**src/rtl/xlat_pkg.sv**
```systemverilog
package xlat_pkg;
    // control bits sit directly above the frame number in a table entry
    localparam int CTRL_W  = 3;
    localparam int CB_PRES = 0;
    localparam int CB_MOD  = 1;
    localparam int CB_REF  = 2;

    typedef enum logic [1:0] {
        ST_IDLE  = 2'd0,
        ST_WALK  = 2'd1,
        ST_WBACK = 2'd2
    } xlat_state_e;
endpackage

```
**src/rtl/xlat_lru.sv**
```systemverilog
module xlat_lru #(
    parameter int ENTRIES = 8,
    localparam int IDX_W  = $clog2(ENTRIES)
) (
    input  logic             clk,
    input  logic             rst_n,
    input  logic             touch_en_i,
    input  logic [IDX_W-1:0] touch_idx_i,
    output logic [IDX_W-1:0] oldest_o
);
    // each slot carries a recency rank; 0 = newest, ENTRIES-1 = oldest
    logic [IDX_W-1:0] age_d [ENTRIES];
    logic [IDX_W-1:0] age_q [ENTRIES];
    logic [ENTRIES-1:0] oldest_vec;

    always_comb begin
        for (int j = 0; j < ENTRIES; j++) begin
            age_d[j] = age_q[j];
            if (touch_en_i) begin
                if (IDX_W'(j) == touch_idx_i)
                    age_d[j] = '0;
                else if (age_q[j] < age_q[touch_idx_i])
                    age_d[j] = age_q[j] + 1'b1;
            end
        end
    end

    always_ff @(posedge clk) begin
        for (int j = 0; j < ENTRIES; j++)
            age_q[j] <= rst_n ? age_d[j] : IDX_W'(j);
    end

    for (genvar g = 0; g < ENTRIES; g++) begin : g_old
        assign oldest_vec[g] = (age_q[g] == IDX_W'(ENTRIES - 1));
    end

    always_comb begin
        oldest_o = '0;
        for (int j = ENTRIES - 1; j >= 0; j--)
            if (oldest_vec[j]) oldest_o = IDX_W'(j);
    end

    AST_ONE_OLDEST: assert property (@(posedge clk) disable iff (!rst_n)
        $countones(oldest_vec) == 1);
endmodule

```
**src/rtl/xlat_tlb.sv**
```systemverilog
module xlat_tlb #(
    parameter int ENTRIES = 8,
    parameter int PAGE_W  = 20,
    parameter int PTE_W   = 16,
    parameter int MOD_BIT = 14,
    localparam int IDX_W  = $clog2(ENTRIES)
) (
    input  logic              clk,
    input  logic              rst_n,
    input  logic              flush_i,
    input  logic [PAGE_W-1:0] lk_page_i,
    output logic              hit_o,
    output logic [IDX_W-1:0]  hit_idx_o,
    output logic [PTE_W-1:0]  hit_pte_o,
    input  logic              touch_en_i,
    input  logic [IDX_W-1:0]  touch_idx_i,
    input  logic              fill_en_i,
    input  logic [PAGE_W-1:0] fill_page_i,
    input  logic [PTE_W-1:0]  fill_pte_i,
    input  logic              setmod_en_i,
    input  logic [IDX_W-1:0]  setmod_idx_i
);
    logic [ENTRIES-1:0] valid_d, valid_q;
    logic [PAGE_W-1:0]  page_d [ENTRIES];
    logic [PAGE_W-1:0]  page_q [ENTRIES];
    logic [PTE_W-1:0]   pte_d  [ENTRIES];
    logic [PTE_W-1:0]   pte_q  [ENTRIES];
    logic [ENTRIES-1:0] match_vec;
    logic [IDX_W-1:0]   oldest, victim;
    logic               any_free;
    logic [IDX_W-1:0]   free_idx;
    logic               lru_touch;
    logic [IDX_W-1:0]   lru_idx;

    for (genvar g = 0; g < ENTRIES; g++) begin : g_cmp
        assign match_vec[g] = valid_q[g] && (page_q[g] == lk_page_i);
    end

    always_comb begin
        hit_o     = |match_vec;
        hit_idx_o = '0;
        hit_pte_o = '0;
        for (int j = 0; j < ENTRIES; j++) begin
            if (match_vec[j]) begin
                hit_idx_o = IDX_W'(j);
                hit_pte_o = pte_q[j];
            end
        end
    end

    // lowest empty slot first, otherwise the least recently used one
    always_comb begin
        any_free = ~&valid_q;
        free_idx = '0;
        for (int j = ENTRIES - 1; j >= 0; j--)
            if (!valid_q[j]) free_idx = IDX_W'(j);
        victim = any_free ? free_idx : oldest;
    end

    always_comb begin
        valid_d = valid_q;
        for (int j = 0; j < ENTRIES; j++) begin
            page_d[j] = page_q[j];
            pte_d[j]  = pte_q[j];
        end
        if (setmod_en_i)
            pte_d[setmod_idx_i][MOD_BIT] = 1'b1;
        if (fill_en_i) begin
            valid_d[victim] = 1'b1;
            page_d[victim]  = fill_page_i;
            pte_d[victim]   = fill_pte_i;
        end
        if (flush_i)
            valid_d = '0;
    end

    always_ff @(posedge clk) begin
        valid_q <= rst_n ? valid_d : '0;
        for (int j = 0; j < ENTRIES; j++) begin
            page_q[j] <= page_d[j];
            pte_q[j]  <= pte_d[j];
        end
    end

    assign lru_touch = touch_en_i || fill_en_i;
    assign lru_idx   = fill_en_i ? victim : touch_idx_i;

    xlat_lru #(.ENTRIES(ENTRIES)) i_lru (
        .clk        (clk),
        .rst_n      (rst_n),
        .touch_en_i (lru_touch),
        .touch_idx_i(lru_idx),
        .oldest_o   (oldest)
    );

    AST_SINGLE_MATCH: assert property (@(posedge clk) disable iff (!rst_n)
        $onehot0(match_vec));
    AST_FLUSH_EMPTIES: assert property (@(posedge clk) disable iff (!rst_n)
        flush_i |=> !hit_o);
endmodule

```
**src/rtl/vaddr_xlat.sv**
```systemverilog
module vaddr_xlat
    import xlat_pkg::*;
#(
    parameter int VA_W    = 31,
    parameter int OFF_W   = 11,
    parameter int PA_W    = 24,
    parameter int PT_AW   = 24,
    parameter int ENTRIES = 8,
    localparam int PAGE_W   = VA_W - OFF_W,
    localparam int FRAME_W  = PA_W - OFF_W,
    localparam int PTE_W    = FRAME_W + CTRL_W,
    localparam int PRES_BIT = FRAME_W + CB_PRES,
    localparam int MOD_BIT  = FRAME_W + CB_MOD,
    localparam int IDX_W    = $clog2(ENTRIES)
) (
    input  logic             clk,
    input  logic             rst_n,
    input  logic             flush_i,
    input  logic             req_valid_i,
    input  logic             req_write_i,
    input  logic [VA_W-1:0]  req_vaddr_i,
    output logic             busy_o,
    output logic             done_o,
    output logic             fault_o,
    output logic [PA_W-1:0]  paddr_o,
    input  logic [PT_AW-1:0] pt_base_i,
    output logic             pt_req_o,
    output logic             pt_we_o,
    output logic [PT_AW-1:0] pt_addr_o,
    output logic [PTE_W-1:0] pt_wdata_o,
    input  logic [PTE_W-1:0] pt_rdata_i,
    input  logic             pt_ready_i
);
    typedef struct packed {
        xlat_state_e       st;
        logic [PAGE_W-1:0] page;
        logic [OFF_W-1:0]  off;
        logic              wr;
        logic [PTE_W-1:0]  pte;
        logic              done;
        logic              fault;
        logic [PA_W-1:0]   paddr;
    } regs_t;

    regs_t r_d, r_q;

    logic [PAGE_W-1:0] lk_page;
    logic              hit;
    logic [IDX_W-1:0]  hit_idx;
    logic [PTE_W-1:0]  hit_pte;
    logic              touch_en, fill_en, setmod_en;
    logic [PTE_W-1:0]  fill_pte;

    assign lk_page = req_vaddr_i[VA_W-1:OFF_W];

    always_comb begin
        r_d       = r_q;
        r_d.done  = 1'b0;
        r_d.fault = 1'b0;
        touch_en  = 1'b0;
        fill_en   = 1'b0;
        setmod_en = 1'b0;
        fill_pte  = pt_rdata_i;
        pt_req_o  = 1'b0;
        pt_we_o   = 1'b0;
        unique case (r_q.st)
            ST_IDLE: begin
                if (req_valid_i) begin
                    r_d.page = lk_page;
                    r_d.off  = req_vaddr_i[OFF_W-1:0];
                    r_d.wr   = req_write_i;
                    if (hit) begin
                        touch_en = 1'b1;
                        r_d.pte  = hit_pte;
                        if (req_write_i && !hit_pte[MOD_BIT]) begin
                            setmod_en        = 1'b1;
                            r_d.pte[MOD_BIT] = 1'b1;
                            r_d.st           = ST_WBACK;
                        end else begin
                            r_d.done  = 1'b1;
                            r_d.paddr = {hit_pte[FRAME_W-1:0], req_vaddr_i[OFF_W-1:0]};
                        end
                    end else begin
                        r_d.st = ST_WALK;
                    end
                end
            end
            ST_WALK: begin
                pt_req_o = 1'b1;
                if (pt_ready_i) begin
                    if (!pt_rdata_i[PRES_BIT]) begin
                        r_d.done  = 1'b1;
                        r_d.fault = 1'b1;
                        r_d.paddr = '0;
                        r_d.st    = ST_IDLE;
                    end else begin
                        fill_en           = 1'b1;
                        fill_pte[MOD_BIT] = pt_rdata_i[MOD_BIT] | r_q.wr;
                        r_d.pte           = fill_pte;
                        if (r_q.wr && !pt_rdata_i[MOD_BIT]) begin
                            r_d.st = ST_WBACK;
                        end else begin
                            r_d.done  = 1'b1;
                            r_d.paddr = {pt_rdata_i[FRAME_W-1:0], r_q.off};
                            r_d.st    = ST_IDLE;
                        end
                    end
                end
            end
            ST_WBACK: begin
                pt_req_o = 1'b1;
                pt_we_o  = 1'b1;
                if (pt_ready_i) begin
                    r_d.done  = 1'b1;
                    r_d.paddr = {r_q.pte[FRAME_W-1:0], r_q.off};
                    r_d.st    = ST_IDLE;
                end
            end
            default: r_d.st = ST_IDLE;
        endcase
    end

    always_ff @(posedge clk) begin
        if (!rst_n) begin
            r_q <= '0;
        end else begin
            r_q <= r_d;
        end
    end

    assign busy_o     = (r_q.st != ST_IDLE);
    assign done_o     = r_q.done;
    assign fault_o    = r_q.fault;
    assign paddr_o    = r_q.paddr;
    assign pt_addr_o  = pt_base_i + PT_AW'(r_q.page);
    assign pt_wdata_o = r_q.pte;

    xlat_tlb #(
        .ENTRIES(ENTRIES),
        .PAGE_W (PAGE_W),
        .PTE_W  (PTE_W),
        .MOD_BIT(MOD_BIT)
    ) i_tlb (
        .clk         (clk),
        .rst_n       (rst_n),
        .flush_i     (flush_i),
        .lk_page_i   (lk_page),
        .hit_o       (hit),
        .hit_idx_o   (hit_idx),
        .hit_pte_o   (hit_pte),
        .touch_en_i  (touch_en),
        .touch_idx_i (hit_idx),
        .fill_en_i   (fill_en),
        .fill_page_i (r_q.page),
        .fill_pte_i  (fill_pte),
        .setmod_en_i (setmod_en),
        .setmod_idx_i(hit_idx)
    );

    AST_PT_HOLD: assert property (@(posedge clk) disable iff (!rst_n)
        (pt_req_o && !pt_ready_i) |=> (pt_req_o && $stable(pt_addr_o) && $stable(pt_we_o)));
    AST_DONE_QUIET: assert property (@(posedge clk) disable iff (!rst_n)
        done_o |-> !pt_req_o);
    AST_FAULT_ZERO: assert property (@(posedge clk) disable iff (!rst_n)
        fault_o |-> (done_o && paddr_o == '0));
    AST_WB_MODSET: assert property (@(posedge clk) disable iff (!rst_n)
        (pt_req_o && pt_we_o) |-> (pt_wdata_o[MOD_BIT] && pt_wdata_o[PRES_BIT]));
endmodule

```
**config.mk**
```make
export PLATFORM = sky130hd
export DESIGN_NAME = vaddr_xlat
export DESIGN_NICKNAME = d
export VERILOG_FILES = /design/src/rtl/xlat_pkg.sv /design/src/rtl/xlat_lru.sv /design/src/rtl/xlat_tlb.sv /design/src/rtl/vaddr_xlat.sv
export SDC_FILE = /design/constraint.sdc
export NUM_CORES = 1
export LEC_CHECK = 0
export ABC_AREA = 1
export ABC_CLOCK_PERIOD_IN_PS = 5300
export BUFFER_PORTS_ARGS = -buffer_cell sky130_fd_sc_hd__buf_4
export CELL_PAD_IN_SITES_DETAIL_PLACEMENT = 0
export CELL_PAD_IN_SITES_GLOBAL_PLACEMENT = 2
export CORE_MARGIN = 3
export CORE_UTILIZATION = 37
export DETAILED_ROUTE_END_ITERATION = 16
export PLACE_DENSITY = 0.77
export SKIP_CTS_REPAIR_TIMING = 1
export SLEW_MARGIN = 20
export SYNTH_ARGS = -nofsm -noshare
export SYNTH_HDL_FRONTEND = slang
export SYNTH_SLANG_ARGS = --single-unit
```
**constraint.sdc**
```tcl
create_clock -name clk -period 5.3 [get_ports clk]
set_input_delay 0.265 -clock clk [delete_from_list [all_inputs] [get_ports clk]]
set_output_delay 0.265 -clock clk [all_outputs]
set_load 0.01 [all_outputs]
```
==> impl_metrics.yaml, run 1 <==
run_status:
  status: "finished with violations"
  failed_checks: "hold timing"
synth:
  xor_xnor_fraction_of_synth_area_pct: 2.16
  synthDistinctLibCells: 55
  synth_top_family_by_area: "simple AND/OR/NAND/NOR gates"
  synth_compound_gate_area_share_pct: 8.97
  synthFlopType: "sky130_fd_sc_hd__edfxtp_1"
  synthesis.area_sq_mm: 0.0215
  synth_mux_area_share_pct: 0
  synthArstFlopShare_pct: 0
  synth-warning-count: 0
  yosysSeqAreaShare_pct: 50.0
  syn_inst: 2640
  postSynthNetCount: 2767
  count_of_flip_flops_with_a_built_in_enable_after_synthesis: 280
  yosys.area_share.adder_pct: 2.95
  per_instance_average_area_after_synthesis_sq_um: 8.13
  ys_seq_elements: 396
  post_synth_and_or_nand_nor_area_fraction_pct: 27.1
worst_setup_path:
  critical_path_type: "register to output pin"
  timing.critical_path.arrival_ps: 4110
  setup.worst_path.start_class: "register"
  reg2reg_from: "i_tlb.page_q[0][15]"
  crit_fanout: 10
  worst_r2r_path_depth: 16
  timing.reg2reg.setup_slack_ps: 1070
  critPathRequiredTime_ps: 5040
  crit-reg2reg-capture: "paddr_o[20]"
  cp-end-kind: "output pin"
min_path:
  worst_hold_path_type: "input port to register"
  timing.hold.worst_path_depth: 3
  hold_path_end: "r_q[47]"
  holdCritStartpoint: "req_vaddr_i[4]"
timing:
  report.final.hold_viol_count: 4
  tightestPinTransition_ps: 1080
  finalHoldWorstSlack_ps: -64.6
  finalClockSkew_ps: 26.8
  maxClockFrequency_mhz: 229
  rsz0062_at_grt: "false"
  finalSetupViolations: 0
  setup_slack_ps: 930
  fin_crit_sh_pct: 82.5
  maxSlewHeadroom_pct: 27.8
  maxSlewViolCount: 0
  finalSetupTns_ps: 0
  final.min_clock_period_ps: 4370
pwr:
  comb_power_share_pct: 16.6
  switching_fraction_pct: 28.9
  vdd.ir_drop.worst_v: 0.000261
  power_frac_seq_pct: 43.8
  power.static_leakage_uw: 0.0108
  pwr-share-clk_pct: 39.6
  power_density_mw_per_mm2: 337
  power_report.internal_total_uw: 5920
  p_switching_uw: 2400
floorplan:
  placeableCoreArea_sq_mm: 0.0568
  die_area_sq_mm: 0.0609
  fp-row-count: 87
  die_h_um: 247
  effective_utilization_at_floorplan_pct: 37.8
  boundaryPins: 146
  die_width_um: 247
global_routing:
  total_grt_usage_pct: 27.0
  first_global_vias: 17900
  gr-total-overflow: 0
  grt_start_max_net_pins: 70
  antenna_found_initial: 1
  grt_first_pass_wirelength_um: 120000
routing:
  vias_per_cell: 5.22
  avg_wl_per_cell_um: 23.3
  route.final.wire_length_um: 82700
  detail_route.drc_violations: 0
  total_iterations_of_the_first_detailed_routing_run: 5
  vias_post_dr: 18500
  first_iter_violations: 1652
  antenna_violating_nets_post_route: 0
clocking:
  htree_levels: 2
  clock_tree.root_cell: "sky130_fd_sc_hd__clkbuf_16"
  numCtsBuffers: 46
  cts_num_sinks: 396
  clock_insertion_delay_worst_skew_ps: 600
  cts-root-to-sink-buffers: 3
  path_clk_slew_ps: 60
  clock_tree_from_tritoncts: "built"
place:
  globalplace.congestion: 0.915
  detailed_place_hpwl_um: 61600
  post-place-ws_ps: 873
  port_buffers: 145
final_layout:
  syn_to_final_growth_pct: 15.1
  fillCellCount: 5793
  multiInputGateArea_sq_mm: 0.00890
  seqCellArea_sq_mm: 0.0107
  nNetsFinal: 2879
  drive_gt1_share_pct: 12.2
flow_run:
  maxCapViolations: 0
cell families (layout without fill, tap and decap cells):
group | count (synthesis) | count (layout)
other cells | 0 | 2
buf+inv | 426 | 576
compound gates | 348 | 348
simple gates | 1367 | 1367
fa+ha+maj | 50 | 50
xor+xnor | 53 | 53
flops | 396 | 396
critical path, stage by stage, from the launching register on:
cell                       delay [ps]
sky130_fd_sc_hd__dfxtp_1          870
sky130_fd_sc_hd__ha_1             420
sky130_fd_sc_hd__nand2_1           90
sky130_fd_sc_hd__nor2_1            40
sky130_fd_sc_hd__a211oi_1         320
sky130_fd_sc_hd__o21ai_0          210
sky130_fd_sc_hd__nand3_1          110
sky130_fd_sc_hd__nand2_1          100
sky130_fd_sc_hd__nand3_1           90
sky130_fd_sc_hd__nand2_1           90
sky130_fd_sc_hd__a211oi_1         250
sky130_fd_sc_hd__nor2_1           110
sky130_fd_sc_hd__nand3_1           80
sky130_fd_sc_hd__nand2_1           90
sky130_fd_sc_hd__nand3_1           80
sky130_fd_sc_hd__nand2_1           80
sky130_fd_sc_hd__nand2_1           70
sky130_fd_sc_hd__nand2_1           70
sky130_fd_sc_hd__nand3_1           90
sky130_fd_sc_hd__xnor2_1          130
sky130_fd_sc_hd__buf_4            150
how the worst max path moves through the flow:
stage | cells after the start | endpoint | slack [ps] | start
finish | 20 | pt_addr_o[22] | 930 | r_q[56]
global route | 20 | pt_addr_o[22] | 600 | r_q[56]
CTS | 20 | pt_addr_o[22] | 930 | r_q[56]
detailed placement | 17 | paddr_o[20] | 870 | req_vaddr_i[25]
global placement | 17 | paddr_o[20] | 890 | req_vaddr_i[25]
floorplan | 14 | i_tlb.pte_q[0][20] | 1170 | i_tlb.i_lru.age_q[7][0]
per-layer routing:
| metal | GRT usage (%) | vias up | wire length, um |
|---|---|---|---|
| met1 | 36.5 | 8916 | 35900 |
| met2 | 45.2 | 608 | 39400 |
| met4 | 8.43 | 0 | 2440 |
| met5 | 0 | - | 0 |
| li1 | - | 8876 | - |
| met3 | 3.40 | 113 | 4950 |
cell usage after synthesis, drive strengths merged (5+ instances only):
cell / count / area, sq um
o22ai: 5 / 31.3
o21ai: 122 / 611
nand2: 702 / 2730
a22o: 6 / 52.6
xnor2: 24 / 210
xor2: 29 / 254
a21oi: 163 / 820
nand3: 138 / 758
inv: 303 / 1150
or2: 21 / 131
nor3: 9 / 50.1
nand3b: 7 / 52.6
ha: 49 / 613
o211ai: 9 / 67.6
a31o: 5 / 43.8
buf: 72 / 544
o2111ai: 5 / 43.8
clkbuf: 48 / 180
edfxtp: 280 / 8410
a31oi: 9 / 56.3
dfxtp: 116 / 2320
a21boi: 7 / 52.6
o221ai: 7 / 61.3
nor2: 414 / 1610
nand4: 63 / 407
nor4: 9 / 56.3
flip-flops by register name, summed over array words and instances, names as in the netlist, 8 cells and up:
register and count:
pt_wdata_o 16, i_tlb.i_lru.age_q 24, i_tlb.pte_q 128, paddr_o 24, i_tlb.page_q 160, r_q 34
i_tlb.valid_q 8
power groups by stage:
| stage | Combinational, uW | Sequential (uW) | Clock [uW] |
|---|---|---|---|
| after floorplan | 881 | 3630 | 0 |
| after global placement | 1380 | 3710 | 0 |
| after detailed placement | 1380 | 3710 | 0 |
| after CTS | 1380 | 3650 | 3350 |
| after global routing | 1520 | 3660 | 3470 |
| final | 1380 | 3650 | 3290 |
area by class of cell:
class                   instances  share of cell area [%]
flip-flops and latches        396                    43.5
multi-input cells            1818                    36.0
repair buffers                184                    5.70
clock buffers                  65                    5.36
inverters                     306                    4.69
well taps                     756                    3.83
clock inverters                21                   0.877
diodes                          2                  0.0203
cells in the final DEF (no fill, tap or decap), types with 8 or more instances in the layout:
cell	count
sky130_fd_sc_hd__a21oi_1	162
sky130_fd_sc_hd__a31oi_1	9
sky130_fd_sc_hd__buf_4	174
sky130_fd_sc_hd__clkbuf_1	10
sky130_fd_sc_hd__clkbuf_16	47
sky130_fd_sc_hd__clkbuf_8	8
sky130_fd_sc_hd__clkinv_1	11
sky130_fd_sc_hd__dfxtp_1	116
sky130_fd_sc_hd__dlygate4sd3_1	10
sky130_fd_sc_hd__edfxtp_1	280
sky130_fd_sc_hd__ha_1	49
sky130_fd_sc_hd__inv_1	277
sky130_fd_sc_hd__inv_2	23
sky130_fd_sc_hd__nand2_1	680
sky130_fd_sc_hd__nand2_2	15
sky130_fd_sc_hd__nand3_1	129
sky130_fd_sc_hd__nand4_1	61
sky130_fd_sc_hd__nor2_1	395
sky130_fd_sc_hd__nor2_4	13
sky130_fd_sc_hd__nor3_1	8
sky130_fd_sc_hd__nor4_1	9
sky130_fd_sc_hd__o211ai_1	9
sky130_fd_sc_hd__o21ai_0	115
sky130_fd_sc_hd__or2_2	13
sky130_fd_sc_hd__xnor2_1	24
sky130_fd_sc_hd__xor2_1	29
per-stage QoR:
step | cells | util [%] | total power [uW] | area (sq um) | hold slack, ps
finish | 3548 | 43.4 | 8320 | 24700 | -64.6
floorplan | 2640 | - | 4510 | 21500 | 414
detailed placement | 3450 | 40.5 | 5090 | 23000 | 473
CTS | 3536 | 43.3 | 8380 | 24600 | -95.7
global route | 3546 | 43.4 | 8660 | 24700 | 0.294
global placement | 3450 | 40.5 | 5090 | 23000 | 465
(Power assumes the default switching activity.)
==> inputs of run 2 (changes only) <==
--- a/config.mk
+++ b/config.mk
@@ -5,15 +5,15 @@
 export SDC_FILE = /design/constraint.sdc
 export NUM_CORES = 1
 export LEC_CHECK = 0
-export ABC_AREA = 1
-export ABC_CLOCK_PERIOD_IN_PS = 5300
+export ABC_AREA = 0
+export ABC_CLOCK_PERIOD_IN_PS = 3900
 export BUFFER_PORTS_ARGS = -buffer_cell sky130_fd_sc_hd__buf_4
 export CELL_PAD_IN_SITES_DETAIL_PLACEMENT = 0
 export CELL_PAD_IN_SITES_GLOBAL_PLACEMENT = 2
 export CORE_MARGIN = 3
 export CORE_UTILIZATION = 37
 export DETAILED_ROUTE_END_ITERATION = 16
-export PLACE_DENSITY = 0.77
+export PLACE_DENSITY = 0.74
 export SKIP_CTS_REPAIR_TIMING = 1
 export SLEW_MARGIN = 20
 export SYNTH_ARGS = -nofsm -noshare
==> constraint.sdc (replaced) <==
create_clock -name clk -period 3.9 [get_ports clk]
set_input_delay 0.195 -clock clk [delete_from_list [all_inputs] [get_ports clk]]
set_output_delay 0.195 -clock clk [all_outputs]
set_load 0.01 [all_outputs]
==> impl_metrics.yaml, run 2 <==
global_routing:
  total_grt_usage_pct: 20.9
  gr-total-overflow: 0
  groute.layer.met2.usage_pct: 34.0
  grt.met3_usage_pct: 3.48
  grt_start_max_net_pins: 53
  grt_first_pass_wirelength_um: 91400
  globalRoute.busiestLayer: "met2"
  antenna_found_initial: 4
  grt_use_met1_pct: 29.4
  first_global_vias: 14600
clocking:
  numCtsBuffers: 46
  htree_levels: 2
  clock_tree.root_cell: "sky130_fd_sc_hd__clkbuf_16"
  clock_insertion_delay_worst_skew_ps: 580
  cts-root-to-sink-buffers: 3
  clock_tree_from_tritoncts: "built"
  path_clk_slew_ps: 60
  cts_num_sinks: 396
place:
  globalplace.congestion: 0.904
  detailed_place_hpwl_um: 43700
  post-place-ws_ps: -385
  port_buffers: 145
  place.detailed.instances: 2756
timing:
  final.min_clock_period_ps: 4230
  maxSlewHeadroom_pct: 36.6
  tightestPinTransition_ps: 941
  finalSetupViolations: 24
  report.final.hold_viol_count: 3
  finalClockSkew_ps: 15.9
  maxClockFrequency_mhz: 237
  setup_slack_ps: -327
  maxSlewViolCount: 0
  finalHoldWorstSlack_ps: -8.66
  fin_crit_sh_pct: 108
  rsz0062_at_grt: "true"
synth:
  synth_top_area_share_pct: 41.6
  yosysSeqAreaShare_pct: 53.1
  synthDistinctLibCells: 88
  ys_seq_elements: 396
  syn_inst: 1847
  synthDominantAreaCellType: "sky130_fd_sc_hd__edfxtp_1"
  synthesis.area_sq_mm: 0.0202
  synthArstFlopShare_pct: 0
  synth_top_cells_by_count: "sky130_fd_sc_hd__edfxtp_1, sky130_fd_sc_hd__nand2_1, sky130_fd_sc_hd__xnor2_1, sky130_fd_sc_hd__and2_1, sky130_fd_sc_hd__dfxtp_1"
  per_instance_average_area_after_synthesis_sq_um: 10.9
  synthFlopType: "sky130_fd_sc_hd__edfxtp_1"
  synth-warning-count: 0
  synth_area_leaders: "sky130_fd_sc_hd__edfxtp_1, sky130_fd_sc_hd__dfxtp_1, sky130_fd_sc_hd__xnor2_1, sky130_fd_sc_hd__and2_1, sky130_fd_sc_hd__nand2_1"
  count_of_flip_flops_with_a_built_in_enable_after_synthesis: 280
  postSynthNetCount: 1974
  synthMostInstantiatedCell: "sky130_fd_sc_hd__edfxtp_1"
pwr:
  comb_power_share_pct: 14.7
  power.static_leakage_uw: 0.00956
  pwr-share-clk_pct: 41.9
  p_switching_uw: 2770
  vdd.ir_drop.worst_v: 0.000337
  power_frac_seq_pct: 43.3
  power_density_mw_per_mm2: 429
  power_report.internal_total_uw: 8180
  switching_fraction_pct: 25.3
floorplan:
  fp-row-count: 85
  die_width_um: 240
  placeableCoreArea_sq_mm: 0.0539
  die_h_um: 240
  boundaryPins: 146
  die_area_sq_mm: 0.0575
  effective_utilization_at_floorplan_pct: 37.5
routing:
  detail_route.drc_violations: 0
  route.final.wire_length_um: 61300
  vias_per_cell: 5.37
  vias_post_dr: 15400
  avg_wl_per_cell_um: 21.3
  antenna_violating_nets_post_route: 0
  total_iterations_of_the_first_detailed_routing_run: 5
  first_iter_violations: 1165
final_layout:
  final_instance_count_excl_fillers: 2878
  layout_commonest_cell: "sky130_fd_sc_hd__buf_4"
  largest_register: "i_tlb.page_q"
  drive_gt1_share_pct: 25.4
  nNetsFinal: 2270
  syn_to_final_growth_pct: 26.2
  reg_top3: "i_tlb.page_q: 160 flops, i_tlb.pte_q: 128 flops, r_q: 34 flops"
  fin_util_pct: 47.4
  layout.cells.most_common_list: "sky130_fd_sc_hd__buf_4, sky130_fd_sc_hd__edfxtp_1, sky130_fd_sc_hd__nand2_1"
  largest_register_ffs: 160
worst_setup_path:
  critical_path_type: "register to register"
  cp-end-kind: "register"
  crit_fanout: 7
  critPathRequiredTime_ps: 4330
  timing.critical_path.arrival_ps: 4650
  setup.worst_path.start_class: "register"
flow_run:
  maxCapViolations: 0
run_status:
  status: "finished with violations"
  failed_checks: "hold timing, setup timing"
min_path:
  worst_hold_path_type: "input port to register"
-- run 2: cell count changes after synthesis, sizes merged, moves of 17 or more --
| cell | before | now |
|---|---|---|
| a21oi | 163 | 88 |
| a31oi | 9 | 26 |
| o211ai | 9 | 36 |
| o21ai | 122 | 40 |
| nand2 | 702 | 175 |
| nand3 | 138 | 73 |
| nor2 | 414 | 103 |
| inv | 303 | 44 |
| mux2 | 0 | 29 |
| mux2i | 0 | 31 |
| clkbuf | 48 | 70 |
| xnor2 | 24 | 137 |
| and2 | 0 | 119 |
-- run 2: power groups by stage --
stage | sequential, uW | combinational, uW | clock [uW]
after floorplan | 4790 | 910 | 0
after global placement | 4830 | 1530 | 0
after detailed placement | 4840 | 1540 | 0
after CTS | 4750 | 1540 | 4710
after global routing | 4760 | 1750 | 4860
final | 4750 | 1610 | 4590
-- run 2: area by class of cell --
class	count	area (sq um)
diodes	1	2.50
flip-flops and latches	396	10700
fillers	4901	28400
well taps	696	871
multi-input cells	1267	9040
inverters	44	165
clock inverters	20	294
clock buffers	66	1320
repair buffers	388	3100
-- run 2: worst max-delay path: stages, from the launching register on --
cell,delay (ps)
sky130_fd_sc_hd__edfxtp_1,420
sky130_fd_sc_hd__xor2_2,220
sky130_fd_sc_hd__or4b_1,540
sky130_fd_sc_hd__or4_4,580
sky130_fd_sc_hd__o211ai_4,250
sky130_fd_sc_hd__o221ai_4,160
sky130_fd_sc_hd__or2_4,300
sky130_fd_sc_hd__nand2_2,60
sky130_fd_sc_hd__and3_4,190
sky130_fd_sc_hd__a311oi_4,40
sky130_fd_sc_hd__a31oi_4,190
sky130_fd_sc_hd__buf_12,150
sky130_fd_sc_hd__ha_4,200
sky130_fd_sc_hd__inv_2,50
sky130_fd_sc_hd__a211oi_2,30
sky130_fd_sc_hd__a311o_1,350
sky130_fd_sc_hd__a21oi_2,250
sky130_fd_sc_hd__o211ai_1,120
-- run 2: worst paths after layout --
path,from,to,slack (ps),cells past startpoint
worst max-delay path,i_tlb.page_q[1][51],i_tlb.i_lru.age_q[3][1],-330,17
worst min-delay path,pt_ready_i,done_o,-9,3
worst max register to register,i_tlb.page_q[1][51],i_tlb.i_lru.age_q[3][1],-330,17
worst min register to register,paddr_o[13],paddr_o[13],450,2
-- run 2: cells by family (layout without fill, tap and decap cells) --
| group | count (synthesis) | count (layout) | share of synthesized area (%) |
|---|---|---|---|
| DFF | 396 | 396 | 53.1 |
| xor gates and xnor gates | 178 | 178 | 7.71 |
| and+or+nand+nor | 646 | 646 | 16.7 |
| AOI/OAI and AO/OA | 330 | 330 | 11.6 |
| adders and majority gates | 53 | 53 | 3.30 |
| buffers and inverters | 184 | 518 | 4.50 |
| other | 0 | 1 | 0 |
| muxes | 60 | 60 | 3.15 |
-- run 2: through the flow --
step / setup TNS [ps] / hold WS, ps / total power [uW] / instance area (sq um)
after floorplan: -749 / 267 / 5700 / 20300
after global placement: -4540 / 400 / 6360 / 23200
after detailed placement: -6980 / 401 / 6370 / 23200
after CTS: -7610 / -220 / 11000 / 24800
after global routing: -9180 / 8.11 / 11400 / 25500
final: -5140 / -8.66 / 11000 / 25500
-- run 2: per-layer routing --
| metal | part of all wire (%) | wire length (um) |
|---|---|---|
| met3 | 6.2 | 3800 |
| met4 | 1.6 | 951 |
| met1 | 45 | 27500 |
| met2 | 47 | 29000 |
| met5 | 0.077 | 47 |
==> inputs of run 3 (changes only) <==
--- a/config.mk
+++ b/config.mk
@@ -14,6 +14,7 @@
 export CORE_UTILIZATION = 37
 export DETAILED_ROUTE_END_ITERATION = 16
 export PLACE_DENSITY = 0.74
+export SETUP_SLACK_MARGIN = 0.3
 export SKIP_CTS_REPAIR_TIMING = 1
 export SLEW_MARGIN = 20
 export SYNTH_ARGS = -nofsm -noshare
==> impl_metrics.yaml, run 3 (synthesis results as in run 2) <==
run_status:
  status: "finished with violations"
  failed_checks: "setup timing"
final_layout:
  largest_register: "i_tlb.page_q"
  largest_register_ffs: 160
  reg_top3: "i_tlb.page_q: 160 flops, i_tlb.pte_q: 128 flops, r_q: 34 flops"
  antennaDiodeCount: 0
  nNetsFinal: 2284
  syn_to_final_growth_pct: 27.3
  fin_util_pct: 47.8
  drive_gt1_share_pct: 26.8
  final_instance_count_excl_fillers: 2891
  layout.cells.most_common_list: "sky130_fd_sc_hd__buf_4, sky130_fd_sc_hd__edfxtp_1, sky130_fd_sc_hd__nand2_1"
  layout_commonest_cell: "sky130_fd_sc_hd__buf_4"
timing:
  setup_slack_ps: -233
  maxSlewViolCount: 0
  maxClockFrequency_mhz: 242
  rsz0062_at_grt: "true"
  report.final.hold_viol_count: 0
  finalClockSkew_ps: 20.3
  fin_crit_sh_pct: 106
  tightestPinTransition_ps: 1050
  maxSlewHeadroom_pct: 29.1
  final.min_clock_period_ps: 4130
  finalSetupViolations: 23
routing:
  total_iterations_of_the_first_detailed_routing_run: 5
  vias_per_cell: 5.35
  first_iter_violations: 1305
  avg_wl_per_cell_um: 21.6
  vias_post_dr: 15500
  route.final.wire_length_um: 62600
  detail_route.drc_violations: 0
  antenna_violating_nets_post_route: 0
floorplan:
  placeableCoreArea_sq_mm: 0.0539
  die_h_um: 240
  fp-row-count: 85
  die_width_um: 240
  boundaryPins: 146
  die_area_sq_mm: 0.0575
  effective_utilization_at_floorplan_pct: 37.5
clocking:
  htree_levels: 2
  clock_tree.root_cell: "sky130_fd_sc_hd__clkbuf_16"
  clock_insertion_delay_worst_skew_ps: 580
  clock_tree_from_tritoncts: "built"
  path_clk_slew_ps: 60
  cts_num_sinks: 396
  cts-root-to-sink-buffers: 3
  numCtsBuffers: 46
worst_setup_path:
  startpoint: "i_tlb.page_q[1][43]"
  timing.critical_path.arrival_ps: 4590
  critical_path_type: "register to register"
  crit_fanout: 9
  worst_r2r_path_depth: 16
  setup.worst_path.start_class: "register"
  cp-end-kind: "register"
  reg2reg_from: "i_tlb.page_q[1][43]"
  critPathRequiredTime_ps: 4360
global_routing:
  grt_first_pass_wirelength_um: 91800
  antenna_found_initial: 2
  grt_start_max_net_pins: 53
  first_global_vias: 14900
  total_grt_usage_pct: 21.1
  gr-total-overflow: 0
pwr:
  vdd.ir_drop.worst_v: 0.000363
  power_report.internal_total_uw: 8120
  power_density_mw_per_mm2: 424
  comb_power_share_pct: 15.0
  total_power_uw: 10900
  pwr-share-clk_pct: 41.5
  switching_fraction_pct: 25.6
  power.static_leakage_uw: 0.00966
  power_frac_seq_pct: 43.5
  p_switching_uw: 2790
place:
  globalplace.congestion: 0.858
  port_buffers: 145
  post-place-ws_ps: -284
  detailed_place_hpwl_um: 43800
  place.detailed.instances: 2756
min_path:
  holdCritStartpoint: "pt_rdata_i[10]"
  worst_hold_path_type: "input port to register"
  timing.hold.worst_path_depth: 2
flow_run:
  maxCapViolations: 0
## run 3: final cells by class
cell class / count / area, sq um
Clock inverter: 24 / 279
Inverter: 44 / 165
Fill cell: 4887 / 28200
Tap cell: 696 / 871
Timing Repair Buffer: 402 / 3280
Clock buffer: 62 / 1320
Sequential cell: 396 / 10700
Multi-Input combinational cell: 1267 / 9110
## run 3: critical path, cell delays in order (launching register included)
cell and delay, ps:
sky130_fd_sc_hd__edfxtp_1 380, sky130_fd_sc_hd__xor2_1 180, sky130_fd_sc_hd__or4b_1 530, sky130_fd_sc_hd__or4_4 590
sky130_fd_sc_hd__o211ai_4 230, sky130_fd_sc_hd__o221ai_4 150, sky130_fd_sc_hd__or2_4 290, sky130_fd_sc_hd__buf_6 140
sky130_fd_sc_hd__o211ai_1 130, sky130_fd_sc_hd__a31oi_4 180, sky130_fd_sc_hd__buf_4 180, sky130_fd_sc_hd__ha_4 150
sky130_fd_sc_hd__nand2b_4 130, sky130_fd_sc_hd__nand4b_1 220, sky130_fd_sc_hd__o211ai_4 140, sky130_fd_sc_hd__nor2b_1 70
sky130_fd_sc_hd__a311o_1 320
## run 3: power groups by stage
| stage | combinational [uW] | sequential, uW | clock [uW] |
|---|---|---|---|
| 2_1_floorplan | 911 | 4790 | 0 |
| 3_3_place_gp | 1530 | 4830 | 0 |
| 3_5_place_dp | 1540 | 4840 | 0 |
| 4_1_cts | 1550 | 4750 | 4630 |
| 5_1_grt | 1780 | 4770 | 4780 |
| 6_report | 1640 | 4750 | 4530 |
## run 3: worst paths after layout
path / slack, ps / end
hold / removal: 1 / i_tlb.pte_q[1][58]
hold reg to reg: 460 / paddr_o[13]
setup / recovery: -230 / i_tlb.i_lru.age_q[7][2]
setup reg to reg: -230 / i_tlb.i_lru.age_q[7][2]
## run 3: routing by layer
layer / part of all wire, % / GRT usage [%]
met1: 44 / 28.8
met2: 47 / 34.1
met3: 6.4 / 4.55
met4: 2.0 / 5.50
met5: 0.043 / 0
## run 3: through the flow
step | hold slack, ps | instance area, sq um | TNS, ps
finish | 1.21 | 25800 | -2650
global route | 2.31 | 25800 | -6800
detailed placement | 408 | 23300 | -5220
global placement | 409 | 23300 | -4500
floorplan | 267 | 20300 | -749
CTS | -213 | 24900 | -4470
